==> src/rtl/pcie_pwrup_pkg.sv <==
package pcie_pwrup_pkg;

  typedef enum logic [2:0] {
    PH_IDLE       = 3'd0,
    PH_CLK_SETTLE = 3'd1,
    PH_PERST_LOW  = 3'd2,
    PH_PERST_HIGH = 3'd3,
    PH_SRAM_POLL  = 3'd4,
    PH_CORE_POLL  = 3'd5,
    PH_DONE       = 3'd6,
    PH_FAIL       = 3'd7
  } phase_e;

  typedef enum logic [1:0] {
    LD_SETTLE = 2'd0,
    LD_PERST  = 2'd1,
    LD_POLL   = 2'd2
  } loadSel_e;

  // Strobes from the control FSM to the datapath
  typedef struct packed {
    logic     clear;     // abort: back to reset values
    logic     clkOn;     // enable both controller clocks
    logic     relReg;    // release register-block reset, set mode and endpoint-reset field
    logic     perstOut;  // raise endpoint-reset output bit
    logic     relPwr;    // release power-up reset
    logic     load;      // reload the shared down-counter
    loadSel_e loadSel;   // which delay to load
    logic     tick;      // decrement the shared down-counter
    logic     pollInit;  // reload the poll budget
    logic     pollDec;   // consume one poll sample
    logic     ack;       // external-load-done pulse
    logic     done;      // set sticky done
    logic     fail;      // set sticky error
  } seqStrobe_t;

  localparam logic [7:0] MODE_ROOT  = 8'h04;
  localparam logic [3:0] PERST_INIT = 4'b1101;
  localparam int         PERST_OUT_BIT = 1;

  // Round a delay up to whole clock cycles, never below one
  function automatic longint nsToCycles(input longint ns, input longint hz);
    longint c;
    c = (ns * hz + 64'd999_999_999) / 64'd1_000_000_000;
    return (c < 1) ? 64'd1 : c;
  endfunction

endpackage

==> src/rtl/pcie_pwrup_ctrl.sv <==
module pcie_pwrup_ctrl
  import pcie_pwrup_pkg::*;
(
  input  logic       clk,
  input  logic       rstN,
  input  logic       start,
  input  logic       abort,
  input  logic       sramInitDone,
  input  logic       coreRstMon,
  input  logic       timerZero,
  input  logic       pollLast,
  output seqStrobe_t stb,
  output phase_e     phaseQ
);

  phase_e phaseD;

  always_ff @(posedge clk or negedge rstN) begin
    if (!rstN) phaseQ <= PH_IDLE;
    else       phaseQ <= phaseD;
  end

  always_comb begin
    stb    = '0;
    phaseD = phaseQ;
    if (abort) begin
      stb.clear = 1'b1;
      phaseD    = PH_IDLE;
    end else begin
      unique case (phaseQ)
        PH_IDLE: begin
          if (start) begin
            stb.clkOn   = 1'b1;
            stb.load    = 1'b1;
            stb.loadSel = LD_SETTLE;
            phaseD      = PH_CLK_SETTLE;
          end
        end
        PH_CLK_SETTLE: begin
          if (timerZero) begin
            stb.relReg  = 1'b1;
            stb.load    = 1'b1;
            stb.loadSel = LD_PERST;
            phaseD      = PH_PERST_LOW;
          end else begin
            stb.tick = 1'b1;
          end
        end
        PH_PERST_LOW: begin
          if (timerZero) begin
            stb.perstOut = 1'b1;
            stb.load     = 1'b1;
            stb.loadSel  = LD_PERST;
            phaseD       = PH_PERST_HIGH;
          end else begin
            stb.tick = 1'b1;
          end
        end
        PH_PERST_HIGH: begin
          if (timerZero) begin
            stb.relPwr   = 1'b1;
            stb.load     = 1'b1;
            stb.loadSel  = LD_POLL;
            stb.pollInit = 1'b1;
            phaseD       = PH_SRAM_POLL;
          end else begin
            stb.tick = 1'b1;
          end
        end
        PH_SRAM_POLL: begin
          if (!timerZero) begin
            stb.tick = 1'b1;
          end else if (sramInitDone) begin
            stb.ack      = 1'b1;
            stb.load     = 1'b1;
            stb.loadSel  = LD_POLL;
            stb.pollInit = 1'b1;
            phaseD       = PH_CORE_POLL;
          end else if (pollLast) begin
            stb.fail = 1'b1;
            phaseD   = PH_FAIL;
          end else begin
            stb.load    = 1'b1;
            stb.loadSel = LD_POLL;
            stb.pollDec = 1'b1;
          end
        end
        PH_CORE_POLL: begin
          if (!timerZero) begin
            stb.tick = 1'b1;
          end else if (coreRstMon) begin
            stb.done = 1'b1;
            phaseD   = PH_DONE;
          end else if (pollLast) begin
            stb.fail = 1'b1;
            phaseD   = PH_FAIL;
          end else begin
            stb.load    = 1'b1;
            stb.loadSel = LD_POLL;
            stb.pollDec = 1'b1;
          end
        end
        default: ;  // done and error hold until abort
      endcase
    end
  end

endmodule

==> src/rtl/pcie_pwrup_dp.sv <==
module pcie_pwrup_dp
  import pcie_pwrup_pkg::*;
#(
  parameter int SETTLE_CYC = 25,
  parameter int PERST_CYC  = 10000,
  parameter int POLL_CYC   = 10000,
  parameter int POLL_COUNT = 10
) (
  input  logic       clk,
  input  logic       rstN,
  input  seqStrobe_t stb,
  output logic       timerZero,
  output logic       pollLast,
  output logic       auxClkEn,
  output logic       busClkEn,
  output logic       regRstN,
  output logic       pwrUpRstN,
  output logic [7:0] modeCode,
  output logic [3:0] perstCtrl,
  output logic       extLoadDone,
  output logic       seqDone,
  output logic       seqErr
);

  localparam int MAX_A   = (SETTLE_CYC > PERST_CYC) ? SETTLE_CYC : PERST_CYC;
  localparam int MAX_CYC = (MAX_A > POLL_CYC) ? MAX_A : POLL_CYC;
  localparam int TW      = $clog2(MAX_CYC + 1);
  localparam int CW      = $clog2(POLL_COUNT + 1);
  localparam logic [TW-1:0] SETTLE_LD = TW'(SETTLE_CYC - 1);
  localparam logic [TW-1:0] PERST_LD  = TW'(PERST_CYC - 1);
  localparam logic [TW-1:0] POLL_LD   = TW'(POLL_CYC - 1);

  logic [TW-1:0] timer;
  logic [TW-1:0] loadVal;
  logic [CW-1:0] pollCnt;

  always_comb begin
    unique case (stb.loadSel)
      LD_SETTLE: loadVal = SETTLE_LD;
      LD_PERST:  loadVal = PERST_LD;
      default:   loadVal = POLL_LD;
    endcase
  end

  assign timerZero = (timer == '0);
  assign pollLast  = (pollCnt == CW'(1));

  // Shared down-counter and poll budget
  always_ff @(posedge clk or negedge rstN) begin
    if (!rstN) begin
      timer   <= '0;
      pollCnt <= '0;
    end else if (stb.clear) begin
      timer   <= '0;
      pollCnt <= '0;
    end else begin
      if (stb.load)      timer <= loadVal;
      else if (stb.tick) timer <= timer - 1'b1;
      if (stb.pollInit)     pollCnt <= CW'(POLL_COUNT);
      else if (stb.pollDec) pollCnt <= pollCnt - 1'b1;
    end
  end

  // Output registers
  always_ff @(posedge clk or negedge rstN) begin
    if (!rstN) begin
      auxClkEn    <= 1'b0;
      busClkEn    <= 1'b0;
      regRstN     <= 1'b0;
      pwrUpRstN   <= 1'b0;
      modeCode    <= '0;
      perstCtrl   <= '0;
      extLoadDone <= 1'b0;
      seqDone     <= 1'b0;
      seqErr      <= 1'b0;
    end else if (stb.clear) begin
      auxClkEn    <= 1'b0;
      busClkEn    <= 1'b0;
      regRstN     <= 1'b0;
      pwrUpRstN   <= 1'b0;
      modeCode    <= '0;
      perstCtrl   <= '0;
      extLoadDone <= 1'b0;
      seqDone     <= 1'b0;
      seqErr      <= 1'b0;
    end else begin
      if (stb.clkOn) begin
        auxClkEn <= 1'b1;
        busClkEn <= 1'b1;
      end
      if (stb.relReg) begin
        regRstN   <= 1'b1;
        modeCode  <= MODE_ROOT;
        perstCtrl <= PERST_INIT;
      end
      if (stb.perstOut) perstCtrl[PERST_OUT_BIT] <= 1'b1;
      if (stb.relPwr)   pwrUpRstN <= 1'b1;
      extLoadDone <= stb.ack;
      if (stb.done) seqDone <= 1'b1;
      if (stb.fail) seqErr  <= 1'b1;
    end
  end

endmodule

==> src/rtl/pcie_pwrup_seq.sv <==
module pcie_pwrup_seq
  import pcie_pwrup_pkg::*;
#(
  parameter longint CLK_HZ    = 100_000_000,
  parameter longint SETTLE_NS = 250,
  parameter longint PERST_NS  = 100_000,
  parameter longint POLL_NS   = 100_000,
  parameter longint LIMIT_NS  = 1_000_000
) (
  input  logic       clk,
  input  logic       rstN,
  input  logic       start,
  input  logic       abort,
  input  logic       sramInitDone,
  input  logic       coreRstMon,
  output logic       auxClkEn,
  output logic       busClkEn,
  output logic       regRstN,
  output logic       pwrUpRstN,
  output logic [7:0] modeCode,
  output logic [3:0] perstCtrl,
  output logic       extLoadDone,
  output logic       seqDone,
  output logic       seqErr,
  output logic [2:0] phase
);

  localparam int SETTLE_CYC = int'(nsToCycles(SETTLE_NS, CLK_HZ));
  localparam int PERST_CYC  = int'(nsToCycles(PERST_NS, CLK_HZ));
  localparam int POLL_CYC   = int'(nsToCycles(POLL_NS, CLK_HZ));
  localparam int POLL_COUNT = int'((LIMIT_NS + POLL_NS - 1) / POLL_NS);

  seqStrobe_t stb;
  phase_e     phaseQ;
  logic       timerZero;
  logic       pollLast;

  pcie_pwrup_ctrl u_ctrl (
    .clk          (clk),
    .rstN         (rstN),
    .start        (start),
    .abort        (abort),
    .sramInitDone (sramInitDone),
    .coreRstMon   (coreRstMon),
    .timerZero    (timerZero),
    .pollLast     (pollLast),
    .stb          (stb),
    .phaseQ       (phaseQ)
  );

  pcie_pwrup_dp #(
    .SETTLE_CYC (SETTLE_CYC),
    .PERST_CYC  (PERST_CYC),
    .POLL_CYC   (POLL_CYC),
    .POLL_COUNT (POLL_COUNT)
  ) u_dp (
    .clk         (clk),
    .rstN        (rstN),
    .stb         (stb),
    .timerZero   (timerZero),
    .pollLast    (pollLast),
    .auxClkEn    (auxClkEn),
    .busClkEn    (busClkEn),
    .regRstN     (regRstN),
    .pwrUpRstN   (pwrUpRstN),
    .modeCode    (modeCode),
    .perstCtrl   (perstCtrl),
    .extLoadDone (extLoadDone),
    .seqDone     (seqDone),
    .seqErr      (seqErr)
  );

  assign phase = phaseQ;

endmodule

==> config.mk <==
export PLATFORM = sky130hd
export DESIGN_NAME = pcie_pwrup_seq
export DESIGN_NICKNAME = d
export VERILOG_FILES = /design/src/rtl/pcie_pwrup_pkg.sv /design/src/rtl/pcie_pwrup_ctrl.sv /design/src/rtl/pcie_pwrup_dp.sv /design/src/rtl/pcie_pwrup_seq.sv
export SDC_FILE = /design/constraint.sdc
export NUM_CORES = 1
export LEC_CHECK = 0
export BUFFER_PORTS_ARGS = -buffer_cell sky130_fd_sc_hd__buf_4
export CORE_MARGIN = 2
export CORE_UTILIZATION = 54
export CTS_BUF_LIST = sky130_fd_sc_hd__clkbuf_16
export DETAILED_ROUTE_END_ITERATION = 16
export GPL_ROUTABILITY_DRIVEN = 0
export PLACE_DENSITY = 0.73
export SYNTH_ARGS = -nofsm -noshare
export SYNTH_HDL_FRONTEND = slang
export SYNTH_SLANG_ARGS = --single-unit
==> constraint.sdc <==
create_clock -name clk -period 3.7 [get_ports clk]
set_input_delay 0.185 -clock clk [delete_from_list [all_inputs] [get_ports clk]]
set_output_delay 0.185 -clock clk [all_outputs]
set_load 0.03 [all_outputs]
### Word level (Yosys, flattened, before mapping)

Index checks and enable logic that the tools add are counted.

| storage, ports and cells | value |
|---|---|
| flip-flop bits (word level) | 39 |
| output and inout bits | 22 |
| latch bits | 0 |
| memories | 0 |
| bits in read-only memories | 0 |
| logic and storage cells | 111 |
| input bits | 6 |
| memory bits (writable) | 0 |

| operators by class | value |
|---|---|
| add/sub/neg operators | 2 |
| $mul | 0 |
| $lt $le $gt $ge | 0 |
| reduce and logical (&&, ||, !) cells | 15 |
| shifts and indexed selects | 0 |
| divide/modulo/power cells | 0 |
| muxes and demuxes | 70 |
| bitwise operators | 0 |
| equality and inequality tests | 12 |

Operators with widths:

| cell | count |
|---|---|
| 2-to-1 mux 14 bit | 4 |
| 2-to-1 mux 3 bit | 18 |
| 2-to-1 mux 1 bit | 33 |
| 2-to-1 mux 4 bit | 6 |
| one-hot mux 3 bit (6 select lines) | 1 |
| 2-to-1 mux 8 bit | 2 |
| inequality test 3 x 2 -> 1 bit (second input constant) | 5 |
| one-hot mux 3 bit (5 select lines) | 1 |
| logical NOT 14 bit | 1 |
| subtractor 14 x 1 -> 14 bit (second input constant) | 1 |
| 2-to-1 mux 13 bit | 1 |
| nonzero test 2 bit | 5 |
| nonzero test 3 bit | 3 |
| AND reduction 7 bit | 1 |
| nonzero test 7 bit | 1 |
| == test 3 x 2 -> 1 bit (second input constant) | 2 |
| == test 3 bit (second input constant) | 2 |
| one-hot mux 1 bit (2 select lines) | 3 |
| OR reduction 5 bit | 1 |
| == test 4 x 1 -> 1 bit (second input constant) | 1 |
| subtractor 4 x 1 -> 4 bit (second input constant) | 1 |
| == test 3 x 1 -> 1 bit (second input constant) | 1 |
| logical NOT 3 bit | 1 |
| inequality test 3 bit (second input constant) | 1 |
| 3 further kinds | 3 |

### Logic depth before layout (Yosys ltp)

| logic depth | value |
|---|---|
| depth after elaboration | 10 |
| mapped depth | 9 |
| depth with buffers taken out | 7 |

### Cells and area by module

A second synthesis with hierarchy kept.

| second synthesis, totals | value |
|---|---|
| cells, all modules | 197 |
| area total of the unflattened synthesis | 1,819.2 um2 |

Modules (own cells, without submodules):

| module | sequential area each (um2) | times used | cells each | area each (um2) |
|---|---|---|---|---|
| pcie_pwrup_dp | 625.6 | 1 | 140 | 1,350.0 |
| pcie_pwrup_ctrl | 75.1 | 1 | 57 | 469.2 |

### Least setup slack after synthesis

OpenSTA, ideal clock, no wires.

| timing | value |
|---|---|
| path type | register to register |
| from | register u_dp.timer[0] |
| to | register u_dp.pollCnt[1] |
| data arrival time | 1.918 ns |
| setup time | 0.078 ns |
| data required time | 3.622 ns |
| stages on the path, launching flop included | 8 |
| clock period less this slack | 1.996 ns |
| path buffers | 0 |
| setup slack | 1.704 ns |
| cells stage by stage | dfrtp_1 inv_1 ha_1 nor4b_2 nand4_4 nor4_4 mux2_1 a21oi_1 |

| on the way | value |
|---|---|
| word-level cells in the longest chain between the ends | 6 |
| elaborated cells between the ends (all ways) | 10 |
| those cells by class | mux: 8; reduce/logical: 2 |

RTL lines:

| element | RTL line | RTL |
|---|---|---|
| from (decl) | pcie_pwrup_dp.sv:33 | `logic [TW-1:0] timer;` |
| from (signal assigned) | pcie_pwrup_dp.sv:57 | `if (stb.load) timer <= loadVal;` |
| from (signal assigned) | pcie_pwrup_dp.sv:58 | `else if (stb.tick) timer <= timer - 1'b1;` |
| logical NOT 14 bit (*) | pcie_pwrup_dp.sv:45 | `assign timerZero = (timer == '0);` |
| 2-to-1 mux 3 bit or 2-to-1 mux 1 bit (tied branches) | pcie_pwrup_ctrl.sv:71, pcie_pwrup_ctrl.sv:60 |  |
| one-hot mux 1 bit (2 select lines) | pcie_pwrup_ctrl.sv:30 | `unique case (phaseQ)` |
| 2-to-1 mux 13 bit (*) | pcie_pwrup_ctrl.sv:26 | `if (abort) begin` |
| 2-to-1 mux 4 bit | pcie_pwrup_dp.sv:59 | `if (stb.pollInit) pollCnt <= CW'(POLL_COUNT);` |
| 2-to-1 mux 4 bit | pcie_pwrup_dp.sv:53 | `end else if (stb.clear) begin` |
| to (signal assigned) | pcie_pwrup_dp.sv:59 |  |
| to (signal assigned) | pcie_pwrup_dp.sv:60 | `else if (stb.pollDec) pollCnt <= pollCnt - 1'b1;` |
| to (decl) | pcie_pwrup_dp.sv:35 | `logic [CW-1:0] pollCnt;` |

Every way passes the cells marked *; elsewhere a longest branch is shown, timed or not.
A chain may end at the register's enable or synchronous reset.

### Worst setup path in the final report

| timing | value |
|---|---|
| from | register u_dp.timer[0] |
| to | register u_ctrl.phaseQ[0] |

| on the way | value |
|---|---|
| word-level cells in the longest chain between the ends | 3 |
| elaborated cells between the ends (all ways) | 7 |
| those cells by class | eq/ne: 5; reduce/logical: 2 |

RTL lines:

| element | RTL line | RTL |
|---|---|---|
| logical NOT 14 bit (*) | pcie_pwrup_dp.sv:45 |  |
| inequality test 3 x 2 -> 1 bit (no source line) | -- |  |
| AND reduction 7 bit (no source line) (*) | -- |  |
| to (signal assigned) | pcie_pwrup_ctrl.sv:20 | `else phaseQ <= phaseD;` |
| to (decl) | pcie_pwrup_ctrl.sv:13 | `output phase_e phaseQ` |

Marks and branches as above.

==> impl_metrics.tcl <==
set metrics [dict create \
    yosys.area.top_type "dfrtp_1" \
    hold_depth 2 \
    crit_type "reg -> reg" \
    worst_slew_pin_slew_ns 0.775 \
    cts_max_path_buffers 2 \
    post_synth_inst_count 197 \
    layout.nets 218 \
    vias 1455 \
    fin_total_pwr_mw 1.69 \
    slew_violations 0 \
    wl_per_cell_microns 14.5 \
    path_buf_inv 1 \
    min_path_type "in -> reg" \
    overflow 0 \
    critPathArrivalTime_ns 2.55 \
    fin_skew_ns 0.00253 \
    areaGrowthSynthToFinish_pct 10.1 \
    h-tree-depth 1 \
    dieArea_sq_um 3870 \
    grt_pass1_vias 1410 \
    area.sequential_sq_um 701 \
    critPathCaptureType "flop" \
    drtPass1Iterations 4 \
    finalCriticalPeriod_ns 2.37 \
    drive_gt1_share_pct 17.9 \
    p_leak_nw 0.913 \
    synth_area_per_cell_sq_um 9.28 \
    synth_top_area_share_pct 38.3 \
    place_area_sq_um 1920 \
    grt_max_degree 29 \
    dr.first_iter.drc_count 75 \
    die_w_microns 62.2 \
    grt_pass1_wl_mm 6.33 \
    sw_frac_of_total_pct 47.1 \
    hold_start "abort" \
    startpoint_type "flop" \
    cts_root_buf "clkbuf_16" \
    crit_path_top_delay_cell "and4_1" \
    portBuffers 20 \
    fill_cells 287 \
    tns_ns 0 \
    status "finished clean" \
    final_area_sq_um 2010 \
    worstSetupEndpoint "u_ctrl.phaseQ[0]" \
    viasPerCell 5.75 \
    slew_headroom_pct 48.2 \
    fmax_ghz 0.423 \
    switching_power_uw 797 \
    syn_area_sq_um 1830 \
    multi_input_area_sq_um 990 \
    required_ns 3.88 \
    place.detailed.hpwl_mm 2.67 \
    ff2ff_path_depth 7 \
    hold_viol_final 0 \
    irDropWorstVdd_mv 0.443 \
    synth_edf_count 0 \
    drt-total-wl_mm 3.67 \
    clock_sinks 28 \
    setup_viol 0 \
    synth_area_leaders "dfrtp_1 38%, buf_4 5.7%, nor2_1 4.9%" \
    clkPwrFrac_pct 14.4 \
    cts_buffers 3 \
    synth_cell_types 52 \
    die_h_microns 62.2 \
    path_max_fanout 14 \
    crit_chain "inv_1, ha_1, nor4b_2, and4_1, a21oi_2, or3_1, a21oi_1" \
    coreArea_sq_um 3280 \
    synthFlopType "dfrtp_1" \
    p_int_uw 896 \
    grt_antenna_before_repair 0 \
    fin_crit_sh_pct 63.9 \
    cts_tree "built" \
    instances_no_fill 253 \
    path_clk_slew_ns 0.07 \
    critPathLaunch "u_dp.timer[0]" \
    yosysSeqAreaShare_pct 38.3 \
    n_antenna_cell 0 \
    slowest_delay_ns 0.57 \
    cp.depth 7 \
    drc 0 \
    place_inst 248 \
    power.share.combinational_pct 55.5 \
    p_seq_share_pct 30.2 \
    maxCapViolCount 0 \
    ys_ff_latch 28 \
    row_count 21 \
    initial_utilization_pct 55.7 \
    rr_endpoint "u_ctrl.phaseQ[0]" \
    drt.antenna.violating_nets 0 \
    clkLatencyLatePin_ns 0.26 \
    yosysWarnings 0 \
    synth_common_cells "28 x dfrtp_1, 24 x nor2_1, 14 x buf_4, 10 x a21oi_1, 10 x nand2_1" \
    timing.rr.start "u_dp.timer[0]" \
    async_flop_share_pct 100 \
    crit_family "simple AND/OR/NAND/NOR gates" \
    finish.utilization_pct 61.3 \
    rsz0062_at_grt "no" \
    grt_use_total_pct 20.0 \
    post_cts_resized 0 \
    r2r_setup_slack_ns 1.33 \
    boundaryPins 28 \
    yosysMostFrequentCell "dfrtp_1" \
    p_per_area_nw_per_um2 841 \
]
[cell families after synthesis]
kind of cell    after synthesis  synth area share, %
simple gates                 83                 28.2
flops                        28                 38.3
compound gates               40                 15.3
fa+ha+maj                     4                 2.74
xor+xnor                     11                 5.27
other cells                   1                0.205
mux                           2                 1.23
buf+inv                      28                 8.76
[metrics by stage]
| step | worst slack [ns] | hold WS, ns |
|---|---|---|
| finish | 1.33 | 0.267 |
| global route | 1.19 | 0.276 |
| CTS | 1.38 | 0.261 |
| detailed placement | 1.41 | 0.122 |
| global placement | 1.50 | 0.119 |
| floorplan | 1.70 | -0.111 |
[worst min path at each step]
stage | endpoint | slack, ns
finish | u_dp.pollCnt[0] | 0.27
global route | u_dp.auxClkEn | 0.28
CTS | u_dp.pollCnt[0] | 0.26
detailed placement | u_dp.perstCtrl[2] | 0.12
global placement | u_dp.perstCtrl[2] | 0.12
floorplan | u_ctrl.phaseQ[0] | -0.11
[cells in the final DEF (no fill, tap or decap), drive strengths merged, types with 2 or more instances in the layout]
cell	netlist	routed
nor2	24	24
a21o	5	5
or2	4	4
clkbuf	5	3
conb	1	7
a211oi	3	3
o21ai	3	3
a21oi	11	11
xnor2	3	3
nand2	10	10
xor2	8	8
inv	7	7
nor3b	3	3
a31oi	7	7
or3	3	3
and2	2	2
ha	4	4
dfrtp	28	28
nand3	2	2
nor4b	3	3
nand4	7	7
a22o	2	2
nor4	6	6
nor3	10	10
o21a	2	2
nand2b	4	4
buf	16	20
mux2	2	2
[power groups by stage]
stage	logic [mW]	registers [mW]	clock network [mW]
finish	0.939	0.511	0.243
CTS	0.933	0.509	0.250
detailed placement	0.929	0.514	0
global placement	0.907	0.508	0
global route	1.04	0.528	0.266
floorplan	0.777	0.501	0
[registers in the layout (all words and copies together), names as in the netlist]
| signal | cells |
|---|---|
| u_ctrl.phaseQ | 3 |
| u_dp.auxClkEn | 1 |
| u_dp.extLoadDone | 1 |
| u_dp.perstCtrl | 2 |
| u_dp.pollCnt | 4 |
| u_dp.pwrUpRstN | 1 |
| u_dp.seqDone | 1 |
| u_dp.seqErr | 1 |
| u_dp.timer | 14 |
[metal layers]
layer	vias to the layer above	part of all wire [%]	routed length [microns]	track usage (%)
met2	30	49	1790	33.6
met4	0	1.4	53	7.22
met1	712	46	1680	26.2
met5	-	0	0	0
li1	706	-	-	-
met3	7	3.9	143	3.44
[area by class of cell]
| type | instances | area share (%) |
|---|---|---|
| clock buffer | 3 | 3.73 |
| clock inverter | 1 | 0.186 |
| inverter | 7 | 1.31 |
| multi-input combinational | 147 | 49.2 |
| sequential | 28 | 34.8 |
| tap | 46 | 2.86 |
| timing repair buffer | 21 | 7.96 |
[timing repair]
| item | CTS | global route |
|---|---|---|
| endpoints found under the hold margin | 28 | 0 |
| buffers inserted | 0 | 0 |
| hold buffers | 1 | 0 |
Power figures use the tool's default switching activity.
